<file path="src/rtl/sbt_pkg.sv">
package sbt_pkg;

   typedef enum logic [2:0] {
      OP_NOP   = 3'd0,
      OP_ACT   = 3'd1,
      OP_READ  = 3'd2,
      OP_WRITE = 3'd3,
      OP_PRE   = 3'd4
   } op_e;

   typedef enum logic [1:0] {
      BK_IDLE,
      BK_OPEN,
      BK_CLOSING,
      BK_PRECHG
   } bank_st_e;

   typedef enum logic [1:0] {
      ERR_NONE      = 2'd0,
      ERR_RW_CLOSED = 2'd1,
      ERR_ACT_HELD  = 2'd2,
      ERR_ACT_EARLY = 2'd3
   } err_e;

endpackage

</file>
<file path="src/rtl/sbt_cmd_decode.sv">
module sbt_cmd_decode
   import sbt_pkg::*;
#(
   parameter int NUM_BANKS = 4,
   parameter int BANK_W    = 2
) (
   input  logic [2:0]           op_i,
   input  logic [BANK_W-1:0]    bank_i,
   input  logic                 auto_pre_i,
   input  logic                 all_banks_i,
   output logic [NUM_BANKS-1:0] act_sel_o,
   output logic [NUM_BANKS-1:0] rw_sel_o,
   output logic [NUM_BANKS-1:0] pre_sel_o,
   output logic                 ap_o
);

   logic is_act, is_rw, is_pre;

   always_comb begin
      is_act = (op_i == OP_ACT);
      is_rw  = (op_i == OP_READ) || (op_i == OP_WRITE);
      is_pre = (op_i == OP_PRE);
      ap_o   = is_rw && auto_pre_i;
   end

   for (genvar b = 0; b < NUM_BANKS; b++) begin : g_sel
      logic hit;
      assign hit          = (bank_i == BANK_W'(b));
      assign act_sel_o[b] = is_act && hit;
      assign rw_sel_o[b]  = is_rw && hit;
      assign pre_sel_o[b] = is_pre && (hit || all_banks_i);
   end

endmodule

</file>
<file path="src/rtl/sbt_bank_fsm.sv">
module sbt_bank_fsm
   import sbt_pkg::*;
#(
   parameter int ROW_W    = 13,
   parameter int T_RP     = 3,
   parameter int AP_DELAY = 2,
   localparam int CNT_MAX = (T_RP > AP_DELAY) ? T_RP : AP_DELAY,
   localparam int CNT_W   = $clog2(CNT_MAX + 1)
) (
   input  logic             clk,
   input  logic             rst_n,
   input  logic             act_i,
   input  logic             rw_i,
   input  logic             ap_i,
   input  logic             pre_i,
   input  logic [ROW_W-1:0] row_i,
   output logic             act_ready_o,
   output logic             rw_ready_o,
   output logic             row_held_o,
   output logic [ROW_W-1:0] open_row_o
);

   localparam logic [CNT_W-1:0] RP_LOAD = CNT_W'(T_RP - 1);
   localparam logic [CNT_W-1:0] AP_LOAD = CNT_W'(AP_DELAY - 1);

   bank_st_e         st;
   logic [CNT_W-1:0] cnt;
   logic [ROW_W-1:0] row_q;

   always_ff @(posedge clk or negedge rst_n) begin
      if (!rst_n) begin
         st    <= BK_IDLE;
         cnt   <= '0;
         row_q <= '0;
      end else begin
         unique case (st)
            BK_IDLE: begin
               if (act_i) begin
                  st    <= BK_OPEN;
                  row_q <= row_i;
               end
            end
            BK_OPEN: begin
               if (pre_i) begin
                  st  <= BK_PRECHG;
                  cnt <= RP_LOAD;
               end else if (rw_i && ap_i) begin
                  st  <= BK_CLOSING;
                  cnt <= AP_LOAD;
               end
            end
            BK_CLOSING: begin
               if (pre_i || cnt == '0) begin
                  st  <= BK_PRECHG;
                  cnt <= RP_LOAD;
               end else begin
                  cnt <= cnt - CNT_W'(1);
               end
            end
            BK_PRECHG: begin
               if (cnt == '0) begin
                  if (act_i) begin
                     st    <= BK_OPEN;
                     row_q <= row_i;
                  end else begin
                     st <= BK_IDLE;
                  end
               end else begin
                  cnt <= cnt - CNT_W'(1);
               end
            end
            default: st <= BK_IDLE;
         endcase
      end
   end

   assign act_ready_o = (st == BK_IDLE) || (st == BK_PRECHG && cnt == '0);
   assign rw_ready_o  = (st == BK_OPEN);
   assign row_held_o  = (st == BK_OPEN) || (st == BK_CLOSING);
   assign open_row_o  = row_q;

   // a bank only becomes accessible through an activate
   assert_open_needs_act_R2: assert property (@(posedge clk) disable iff (!rst_n)
      $rose(rw_ready_o) |-> $past(act_i));

   // no bank opens while its precharge countdown is still running
   assert_rp_window_R5: assert property (@(posedge clk) disable iff (!rst_n)
      (st == BK_PRECHG && cnt != '0) |=> !rw_ready_o);

   // a bank closing after auto-precharge never reports itself accessible
   assert_closing_shut_R6: assert property (@(posedge clk) disable iff (!rst_n)
      (st == BK_CLOSING) |=> !rw_ready_o);

   // the open row stays put as long as the bank stays accessible
   assert_row_hold_R3: assert property (@(posedge clk) disable iff (!rst_n)
      rw_ready_o |=> (!rw_ready_o || $stable(open_row_o)));

endmodule

</file>
<file path="src/rtl/sbt_err_check.sv">
module sbt_err_check
   import sbt_pkg::*;
#(
   parameter int NUM_BANKS = 4,
   parameter int BANK_W    = 2,
   parameter bit ERR_REG   = 1'b1
) (
   input  logic                 clk,
   input  logic                 rst_n,
   input  logic [2:0]           op_i,
   input  logic [BANK_W-1:0]    bank_i,
   input  logic [NUM_BANKS-1:0] act_ready_i,
   input  logic [NUM_BANKS-1:0] rw_ready_i,
   input  logic [NUM_BANKS-1:0] row_held_i,
   output logic                 err_o,
   output logic [1:0]           kind_o
);

   logic is_act, is_rw;
   err_e kind_d;

   always_comb begin
      is_act = (op_i == OP_ACT);
      is_rw  = (op_i == OP_READ) || (op_i == OP_WRITE);
      kind_d = ERR_NONE;
      if (is_rw && !rw_ready_i[bank_i])
         kind_d = ERR_RW_CLOSED;
      else if (is_act && row_held_i[bank_i])
         kind_d = ERR_ACT_HELD;
      else if (is_act && !act_ready_i[bank_i])
         kind_d = ERR_ACT_EARLY;
   end

   if (ERR_REG) begin : g_reg
      err_e kind_q;
      always_ff @(posedge clk or negedge rst_n) begin
         if (!rst_n) kind_q <= ERR_NONE;
         else        kind_q <= kind_d;
      end
      assign kind_o = kind_q;

      // an access to a bank without an open row is reported as kind 1
      assert_rw_closed_R8: assert property (@(posedge clk) disable iff (!rst_n)
         (is_rw && !rw_ready_i[bank_i]) |=> (err_o && kind_o == 2'd1));

      // an activate inside the precharge window is reported as kind 3
      assert_act_early_R10: assert property (@(posedge clk) disable iff (!rst_n)
         (is_act && !act_ready_i[bank_i] && !row_held_i[bank_i]) |=> (err_o && kind_o == 2'd3));
   end else begin : g_comb
      assign kind_o = kind_d;
   end

   assign err_o = (kind_o != 2'd0);

endmodule

</file>
<file path="src/rtl/sdram_bank_tracker.sv">
module sdram_bank_tracker
   import sbt_pkg::*;
#(
   parameter int NUM_BANKS = 4,
   parameter int ROW_W     = 13,
   parameter int T_RP      = 3,
   parameter int AP_DELAY  = 2,
   parameter bit ERR_REG   = 1'b1,
   localparam int BANK_W   = (NUM_BANKS > 1) ? $clog2(NUM_BANKS) : 1
) (
   input  logic                       clk,
   input  logic                       rst_n,
   input  logic [2:0]                 cmd_op,
   input  logic [BANK_W-1:0]          cmd_bank,
   input  logic [ROW_W-1:0]           cmd_row,
   input  logic                       cmd_auto_pre,
   input  logic                       cmd_all_banks,
   output logic [NUM_BANKS-1:0]       act_ready,
   output logic [NUM_BANKS-1:0]       rw_ready,
   output logic [NUM_BANKS*ROW_W-1:0] open_rows,
   output logic                       cmd_error,
   output logic [1:0]                 error_kind
);

   if (NUM_BANKS < 2 || (NUM_BANKS & (NUM_BANKS - 1)) != 0) begin : g_bad_banks
      $error("NUM_BANKS must be a power of two of at least 2");
   end
   if (T_RP < 1) begin : g_bad_trp
      $error("T_RP must be at least 1");
   end
   if (AP_DELAY < 1) begin : g_bad_ap
      $error("AP_DELAY must be at least 1");
   end
   if (ROW_W < 1) begin : g_bad_row
      $error("ROW_W must be at least 1");
   end

   logic [NUM_BANKS-1:0] act_sel, rw_sel, pre_sel, row_held;
   logic                 ap;

   sbt_cmd_decode #(
      .NUM_BANKS (NUM_BANKS),
      .BANK_W    (BANK_W)
   ) u_decode (
      .op_i        (cmd_op),
      .bank_i      (cmd_bank),
      .auto_pre_i  (cmd_auto_pre),
      .all_banks_i (cmd_all_banks),
      .act_sel_o   (act_sel),
      .rw_sel_o    (rw_sel),
      .pre_sel_o   (pre_sel),
      .ap_o        (ap)
   );

   for (genvar b = 0; b < NUM_BANKS; b++) begin : g_bank
      sbt_bank_fsm #(
         .ROW_W    (ROW_W),
         .T_RP     (T_RP),
         .AP_DELAY (AP_DELAY)
      ) u_fsm (
         .clk         (clk),
         .rst_n       (rst_n),
         .act_i       (act_sel[b]),
         .rw_i        (rw_sel[b]),
         .ap_i        (ap),
         .pre_i       (pre_sel[b]),
         .row_i       (cmd_row),
         .act_ready_o (act_ready[b]),
         .rw_ready_o  (rw_ready[b]),
         .row_held_o  (row_held[b]),
         .open_row_o  (open_rows[b*ROW_W +: ROW_W])
      );
   end

   sbt_err_check #(
      .NUM_BANKS (NUM_BANKS),
      .BANK_W    (BANK_W),
      .ERR_REG   (ERR_REG)
   ) u_err (
      .clk         (clk),
      .rst_n       (rst_n),
      .op_i        (cmd_op),
      .bank_i      (cmd_bank),
      .act_ready_i (act_ready),
      .rw_ready_i  (rw_ready),
      .row_held_i  (row_held),
      .err_o       (cmd_error),
      .kind_o      (error_kind)
   );

   // a precharge-all leaves no bank accessible
   assert_pre_all_R7: assert property (@(posedge clk) disable iff (!rst_n)
      (cmd_op == 3'd4 && cmd_all_banks) |=> (rw_ready == '0));

   // a bank is never ready for both activate and access at once
   assert_ready_excl_R1: assert property (@(posedge clk) disable iff (!rst_n)
      (act_ready & rw_ready) == '0);

endmodule

</file>
<file path="config.mk">
export PLATFORM = sky130hd
export DESIGN_NAME = sdram_bank_tracker
export DESIGN_NICKNAME = d
export VERILOG_FILES = /design/src/rtl/sbt_pkg.sv /design/src/rtl/sbt_cmd_decode.sv /design/src/rtl/sbt_bank_fsm.sv /design/src/rtl/sbt_err_check.sv /design/src/rtl/sdram_bank_tracker.sv
export SDC_FILE = /design/constraint.sdc
export NUM_CORES = 1
export LEC_CHECK = 0
export ABC_AREA = 0
export BUFFER_PORTS_ARGS = -buffer_cell sky130_fd_sc_hd__buf_2
export CORE_ASPECT_RATIO = 0.75
export CORE_MARGIN = 4
export CORE_UTILIZATION = 30
export CTS_CLUSTER_DIAMETER = 80
export CTS_CLUSTER_SIZE = 8
export DETAILED_ROUTE_END_ITERATION = 6
export HOLD_SLACK_MARGIN = 0.06
export PLACE_DENSITY_LB_ADDON = 0.2
export SYNTH_ARGS = -nofsm -noshare
export SYNTH_HDL_FRONTEND = slang
export SYNTH_SLANG_ARGS = --single-unit
</file>
<file path="constraint.sdc">
create_clock -name clk -period 2.35 [get_ports clk]
set_input_delay 0.3525 -clock clk [delete_from_list [all_inputs] [get_ports clk]]
set_output_delay 0.3525 -clock clk [all_outputs]
set_load 0.1 [all_outputs]
</file>
==> summary.md, run 1 <==
| Metric | Value |
|---|---|
| Root buf cell | sky130_fd_sc_hd__clkbuf_16 |
| Final setup violation count | 0 |
| Final hold violation count | 0 |
| Area growth, synth to finish | 24.9% |
| Setup TNS | 0 ps |
| Cell with the most instances after synthesis | sky130_fd_sc_hd__dfrtp_1 |
| GRT Util Overall | about 13% |
| Area used by sequential logic in the layout | around 1800 um2 |
| Final std cells w/o fill | ~550 |
| X dimension of the die | between 100 and 150 um |
| Insertion delay to the later sink of the worst-skew pair | between 300 and 400 ps |
| Initial antenna violation count | 0 |
| Kind of cell with the highest combined delay on the critical path | compound AO/OA/AOI/OAI gates |
| Count of buffers from port buffering | between 80 and 90 |
| Number of resized instances in the post-cts repair step | 0 |
| Fraction of synthesized cell area taken by the top area cell type | between 40% and 50% |
| Routed vias/inst | approximately 4.6 |
| Number of optimization iterations in the first detailed-route pass | 4 |
| Full die area | between 10000 and 15000 um2 |
| Number of DRC violations after detailed routing | 0 |
| Placed cells | approximately 540 |
| Critical Path Max Stage Delay | around 420 ps |
| Worst setup slack after placement | approximately 330 ps |
| Worst Skew | 5.45 ps |
| Biggest area consumer among synthesized cells | sky130_fd_sc_hd__dfrtp_1 |
| Highest-delay cell along the critical path | sky130_fd_sc_hd__a21oi_1 |
| RD Place Congestion | just under 0.8 |
| Clk slew on worst S/H paths | about 50 ps |
| Path category of the worst min-delay check | input port to flop |
| Unrepaired setup endpoints after global routing | false |
| Net count after synthesis | ~340 |
| Mean instance size in the synthesized netlist | approximately 12 um2 |
| Inserted Diodes | 0 |
| Global-route wire length before repair | approximately 14000 um |
| Area of the core region | around 12000 um2 |
| Ratio of cells with drive above 1 in the final layout | 37.1% |
| Number of levels in the clock H-tree | 3 |
| Num CTS Buffers | 9 |
| Post-synthesis instance area | roughly 3600 um2 |
| Sequential fraction of the synthesis area | between 40% and 50% |
| Critical path capture point type | primary output |
| Nets@finish | ~430 |
| Slew of the pin with the lowest slew margin | around 510 ps |
| Minimum clock period | 2200 ps |
| Cell breakdown of the critical path | ha_1, a21oi_1, inv_1, buf_2 |
| Std cell rows | 34 |
| Die height | about 100 um |
| Total detailed-routing wirelength | ~8400 um |
| Count of antenna-violating nets left after detailed routing | 0 |
| Number of maximum-capacitance constraint violations | 0 |
| Utilization after layout | ~39% |
| Max FO, Critical Path | 7 |
| Congestion Overflow GR | 0 |
| Vias in the first global route | about 2600 |
| Maximum number of pins on one net before global-route repair | 42 |
| Final worst-path setup slack | approximately 150 ps |
| Achievable frequency | between 400 and 500 MHz |
| Number of filler cells placed in the layout | ~1200 |
| Number of ports placed on the die boundary | 85 |
| Number of pins with negative max-slew slack in the final report | 0 |
| Async set-reset flop share out of synthesis | between 90% and 100% |
| Cell types with the highest counts after synthesis | 70 x sky130_fd_sc_hd__dfrtp_1, 40 x sky130_fd_sc_hd__mux2_1, 29 x sky130_fd_sc_hd__inv_1 |
| Endpoint required time on the critical path | 2000 ps |
| Largest buffer count on any clock path | 2 |
| Number of clock sinks seen by CTS | 70 |
| HPWL after detailed placement | 6400 um |
| Number of setup buffers added after CTS | 0 |
| Area of combinational cells with multiple inputs | 1680 um2 |
| Count of hold buffers inserted by post-cts repair | 1 |
| Headroom to the max-slew limit | between 60% and 70% |
| Ranking of synthesized cells by area | sky130_fd_sc_hd__dfrtp_1 48%, sky130_fd_sc_hd__mux2_1 12%, sky130_fd_sc_hd__ha_1 6.9%, sky130_fd_sc_hd__mux2_2 6.8%, sky130_fd_sc_hd__inv_1 3.0% |
| Count of distinct cell types in the synthesized netlist | between 40 and 50 |
| Routed wire per std cell | ~15 um |
| Run status | complete, no violations |
| Worst Setup Start Kind | flop |
| Iteration-0 DRC count of the detailed router | 87 |
| Count of state elements after synthesis | 70 |
| Overall via count from detail_route | around 2500 |
| Count of mapped cells out of synthesis | 300 |
| Number of synthesized flops with an enable pin | 0 |
| Number of warnings reported in the yosys synthesis log | 0 |
| Critical path data arrival time | ~1900 ps |
| Main flop type after synthesis | sky130_fd_sc_hd__dfrtp_1 |
| Share of the cycle needed by the critical path after routing | about 94% |
| Clock tree from TritonCTS | yes |
| Initial Utilization | approximately 31% |
| Number of buffer and inverter instances along the worst setup path | 2 |
| Setup Crit Path Kind | flop to primary output |
[cells by family after synthesis]
kind of cell | count (synthesis) | share of synthesized area (%)
AOI/OAI and AO/OA | 48 | 9.82
adders and majority gates | 20 | 6.87
buffers and inverters | 45 | 5.87
DFF | 70 | 48.1
muxes | 70 | 22.4
and+or+nand+nor | 47 | 7.00
[layout by cell type (no fill, tap or decap), types with 3 or more instances in the layout]
| cell | netlist | routed |
|---|---|---|
| sky130_fd_sc_hd__dfrtp_1 | 70 | 70 |
| sky130_fd_sc_hd__o21ai_0 | 12 | 12 |
| sky130_fd_sc_hd__inv_1 | 29 | 29 |
| sky130_fd_sc_hd__a21oi_1 | 10 | 10 |
| sky130_fd_sc_hd__o311ai_2 | 4 | 4 |
| sky130_fd_sc_hd__mux2_1 | 40 | 40 |
| sky130_fd_sc_hd__buf_2 | 3 | 84 |
| sky130_fd_sc_hd__nor2_1 | 7 | 7 |
| sky130_fd_sc_hd__mux2i_1 | 5 | 5 |
| sky130_fd_sc_hd__nand2_1 | 16 | 16 |
| sky130_fd_sc_hd__clkbuf_16 | 0 | 9 |
| sky130_fd_sc_hd__mux2_2 | 22 | 22 |
| sky130_fd_sc_hd__ha_1 | 20 | 20 |
| sky130_fd_sc_hd__nand3_1 | 5 | 5 |
| sky130_fd_sc_hd__nor2b_1 | 5 | 5 |
| sky130_fd_sc_hd__o21ai_1 | 3 | 3 |
| sky130_fd_sc_hd__mux4_2 | 3 | 3 |
| sky130_fd_sc_hd__buf_4 | 11 | 6 |
[layer usage]
layer | track usage (%) | part of all wire (%) | vias up | wire (um)
met5 | 0 | 0 | - | 0
met4 | 4.88 | 1.6 | 0 | 133
met3 | 3.19 | 4.1 | 11 | 343
met2 | 20.5 | 47 | 42 | 3960
met1 | 16.8 | 48 | 1261 | 4010
li1 | - | - | 1230 | -
[through the flow]
stage / instance area, um2 / hold slack [ps]
finish: 4550 / 286
global route: 4550 / 281
CTS: 4550 / 271
detailed placement: 4230 / 233
global placement: 4230 / 224
floorplan: 3640 / 56.9
[registers in the layout, summed over array words and instances (netlist names)]
name / cells
g_bank.u_fsm.cnt: 8
g_bank.u_fsm.open_row_o: 52
g_bank.u_fsm.st: 8
u_err.kind_o: 2
[path summary, 6_finish.rpt]
path                                                           startpoint                                         end  slack [ps]  cells past startpoint
worst max register to register          g_bank[3].u_fsm.st[0]$_DFFE_PN0P_   g_bank[3].u_fsm.open_row_o[7]$_DFFE_PN0P_         420                      5
worst min-delay path                                           cmd_row[8]   g_bank[0].u_fsm.open_row_o[8]$_DFFE_PN0P_         290                      2
min in group asynchronous                                           rst_n   g_bank[1].u_fsm.open_row_o[5]$_DFFE_PN0P_         430                      2
worst min register to register  g_bank[1].u_fsm.open_row_o[1]$_DFFE_PN0P_   g_bank[1].u_fsm.open_row_o[1]$_DFFE_PN0P_         490                      1
max in group asynchronous                                           rst_n  g_bank[1].u_fsm.open_row_o[10]$_DFFE_PN0P_        1360                      3
worst max-delay path                    g_bank[2].u_fsm.st[0]$_DFFE_PN0P_                                act_ready[2]         150                      4
[final cells by class]
cell class | count | area share (%)
multi-input combinational | 185 | 36.9
timing repair buffer | 92 | 10.9
sequential | 70 | 38.5
inverter | 29 | 2.39
clock inverter | 5 | 1.87
clock buffer | 10 | 5.03
tap | 162 | 4.45
Power of run 1 is left out: the tool's default activity adds up to more than one toggle a clock period on the data nets, which glitch-free logic cannot reach.
==> run 2: changes to the inputs <==
Settings changed: ABC_AREA 0 to 1.
==> run 2 against run 1 <==
Hold slack worse by 250 ps. Synthesized cell count increased by 55%. Critical path depth unchanged. First-iteration DRC count up 110%. Via count is 28% higher. Count of clock-buffer cells in the layout unchanged. Highest routed layer unchanged. Worst setup slack improved by 33 ps.
==> summary.md, run 2 <==
| Metric | Value |
|---|---|
| Ranking of synthesized cells by area | sky130_fd_sc_hd__dfrtp_1 46%, sky130_fd_sc_hd__nand2_1 14%, sky130_fd_sc_hd__ha_1 6.6%, sky130_fd_sc_hd__o21ai_0 6.1%, sky130_fd_sc_hd__inv_1 5.0% |
| Path category of the worst min-delay check | input port to async pin |
| Count of buffers from port buffering | 84 |
| Net count after synthesis | 506 |
| Count of state elements after synthesis | 70 |
| Number of ports placed on the die boundary | 85 |
| Multiplexer share of the synthesized area | 0% |
| Number of optimization iterations in the first detailed-route pass | 5 |
| Final setup violation count | 0 |
| Combinational family with the most area after synthesis | simple AND/OR/NAND/NOR gates |
| Area of the core region | 12300 um2 |
| Global-route wire length before repair | approximately 16000 um |
| Area of combinational cells with multiple inputs | 1710 um2 |
| Iteration-0 DRC count of the detailed router | 180 |
| Initial Utilization | a little under a third |
| Wire length on met1 | 4620 um |
| Number of synthesized flops with an enable pin | 0 |
| Clk slew on worst S/H paths | approximately 60 ps |
| Maximum number of pins on one net before global-route repair | 71 |
| Complex-gate fraction of the synthesized area | roughly 12% |
| Sequential fraction of the synthesis area | a little under half |
| Cell breakdown of the critical path | ha_1, a21oi_1, inv_1, buf_2 |
| Headroom to the max-slew limit | around 52% |
| HPWL after detailed placement | 7050 um |
| Achievable frequency | around 460 MHz |
| Minimum clock period | between 2000 and 2500 ps |
| Slew of the pin with the lowest slew margin | about 710 ps |
| Run status | complete, no violations |
| Count of antenna-violating nets left after detailed routing | 0 |
| Die height | between 100 and 150 um |
| Nets@finish | 587 |
| Number of levels in the clock H-tree | 3 |
| Async set-reset flop share out of synthesis | 100% |
| Wire length on met3 | 339 um |
| Count of mapped cells out of synthesis | 464 |
| Area growth, synth to finish | 21.8% |
| Synth Area in XOR/XNOR | 0% |
| Root buf cell | sky130_fd_sc_hd__clkbuf_16 |
| Area share of fa/ha/maj cells after synthesis | between 6 and 7% |
| Synth Area in Simple Gates | 26.2% |
| Unrepaired setup endpoints after global routing | false |
| Number of DRC violations after detailed routing | 0 |
| Total detailed-routing wirelength | between 9000 and 10000 um |
| Num CTS Buffers | 9 |
| Setup Crit Path Kind | flop to primary output |
| Number of warnings reported in the yosys synthesis log | 0 |
| Routed vias/inst | around 4.5 |
| Number of resized instances in the post-cts repair step | 0 |
| Number of buffer and inverter instances along the worst setup path | 2 |
| Largest buffer count on any clock path | 2 |
| Number of flip-flops in the largest register | 52 |
| Overall via count from detail_route | around 3200 |
| Max FO, Critical Path | 7 |
| Initial antenna violation count | 0 |
| Main flop type after synthesis | sky130_fd_sc_hd__dfrtp_1 |
| Area used by sequential logic in the layout | ~1800 um2 |
| Highest-delay cell along the critical path | sky130_fd_sc_hd__dfrtp_1 |
| Most common library cell in the layout ignoring fill and taps | sky130_fd_sc_hd__nand2_1 |
| Number of setup buffers added after CTS | 0 |
| Fraction of synthesized cell area taken by the top area cell type | between 40% and 50% |
| Worst slack on hold paths | about 33 ps |
| X dimension of the die | around 140 um |
| Share of the cycle needed by the critical path after routing | 92.3% |
| Number of maximum-capacitance constraint violations | 0 |
| Vias in the first global route | slightly above 3000 |
| GRT Util Overall | 13.5% |
| Setup TNS | 0 ps |
| Worst Skew | 4.25 ps |
| Met2 wire len | between 4000 and 5000 um |
| Clock tree from TritonCTS | yes |
| Count of distinct cell types in the synthesized netlist | 27 |
| Biggest area consumer among synthesized cells | sky130_fd_sc_hd__dfrtp_1 |
| Worst Setup Start Kind | flop |
| Ratio of cells with drive above 1 in the final layout | between 20% and 30% |
| Critical path capture point type | primary output |
| Insertion delay to the later sink of the worst-skew pair | about 330 ps |
| Full die area | 14500 um2 |
| Cell with the most instances after synthesis | sky130_fd_sc_hd__nand2_1 |
| Routed wire per std cell | 13.3 um |
| Final hold violation count | 0 |
| Cell types with the highest counts after synthesis | 137 x sky130_fd_sc_hd__nand2_1, 70 x sky130_fd_sc_hd__dfrtp_1, 51 x sky130_fd_sc_hd__inv_1 |
| Count of hold buffers inserted by post-cts repair | 0 |
| Number of filler cells placed in the layout | between 1000 and 1500 |
| Top Layer Used | met4 |
| Kind of cell with the highest combined delay on the critical path | flip-flops |
| Std cell rows | 35 |
| RD Place Congestion | ~0.84 |
| Post-synthesis instance area | between 3000 and 4000 um2 |
| Inserted Diodes | 0 |
| Mean instance size in the synthesized netlist | 8.19 um2 |
| Number of clock sinks seen by CTS | 70 |
| Number of pins with negative max-slew slack in the final report | 0 |
| Critical path data arrival time | around 1800 ps |
| Congestion Overflow GR | 0 |
| Critical Path Max Stage Delay | between 400 and 500 ps |
| Most frequent cells in the layout | 137 x sky130_fd_sc_hd__nand2_1, 84 x sky130_fd_sc_hd__buf_2, 70 x sky130_fd_sc_hd__dfrtp_1 |
| Endpoint required time on the critical path | roughly 2000 ps |
run 2: changes by cell type after synthesis, sizes merged, moves of 3 or more:
cell / change
mux4: -3
nand2: +125
o311ai: -4
nand4: +14
o21ai: +48
nor2: +21
nor2b: -5
mux2i: -5
nand3: +34
mux2: -62
inv: +26
run 2: worst paths after layout:
path	cells past startpoint	slack [ps]	endpoint	from
max in group asynchronous	2	1970	g_bank[1].u_fsm.cnt[1]$_DFFE_PN0P_	rst_n
worst min register to register	2	480	g_bank[3].u_fsm.cnt[0]$_DFFE_PN0P_	g_bank[3].u_fsm.cnt[0]$_DFFE_PN0P_
worst max register to register	7	610	g_bank[3].u_fsm.open_row_o[9]$_DFFE_PN0P_	g_bank[3].u_fsm.st[0]$_DFFE_PN0P_
worst min-delay path	2	30	g_bank[3].u_fsm.cnt[0]$_DFFE_PN0P_	rst_n
min in group clk	3	320	g_bank[3].u_fsm.open_row_o[2]$_DFFE_PN0P_	cmd_row[2]
worst max-delay path	4	180	act_ready[0]	g_bank[0].u_fsm.st[0]$_DFFE_PN0P_
run 2: kinds of logic (layout without fill, tap and decap cells):
group | count (synthesis) | in the layout
adder cells (fa/ha/maj) | 20 | 20
AND/OR/NAND/NOR | 226 | 226
flip-flops | 70 | 70
buffers and inverters | 72 | 158
AO/OA/AOI/OAI | 76 | 76
run 2: cell type report:
class | count | area share (%)
tap | 166 | 4.49
sequential | 70 | 37.9
clock inverter | 6 | 1.35
inverter | 55 | 4.46
timing repair buffer | 87 | 9.84
multi-input combinational | 322 | 37.0
clock buffer | 10 | 4.95
run 2: worst reg2reg max path, cell delays in order (launching register included):
cell and delay [ps]:
sky130_fd_sc_hd__dfrtp_1 410, sky130_fd_sc_hd__ha_1 280, sky130_fd_sc_hd__a21oi_2 260, sky130_fd_sc_hd__inv_1 100
sky130_fd_sc_hd__nand3_2 80, sky130_fd_sc_hd__buf_4 330, sky130_fd_sc_hd__nand2_1 130, sky130_fd_sc_hd__o21ai_2 70
run 2: layer usage:
layer / track usage [%] / vias up
met3: 2.91 / 7
met5: 0 / -
met1: 19.4 / 1516
met2: 20.9 / 58
li1: - / 1663
met4: 3.17 / 0
run 2: per-stage QoR:
stage                     worst slack (ps)  util (%)  cell area [um2]  std cells
after floorplan                        525         -             3800        464
after global placement                 606      35.1             4340        700
after detailed placement               518      35.1             4340        700
after CTS                              151      37.5             4630        716
after global routing                  29.4      37.5             4630        716
final                                  181      37.5             4630        716
Power of run 2 is left out for the same reason.
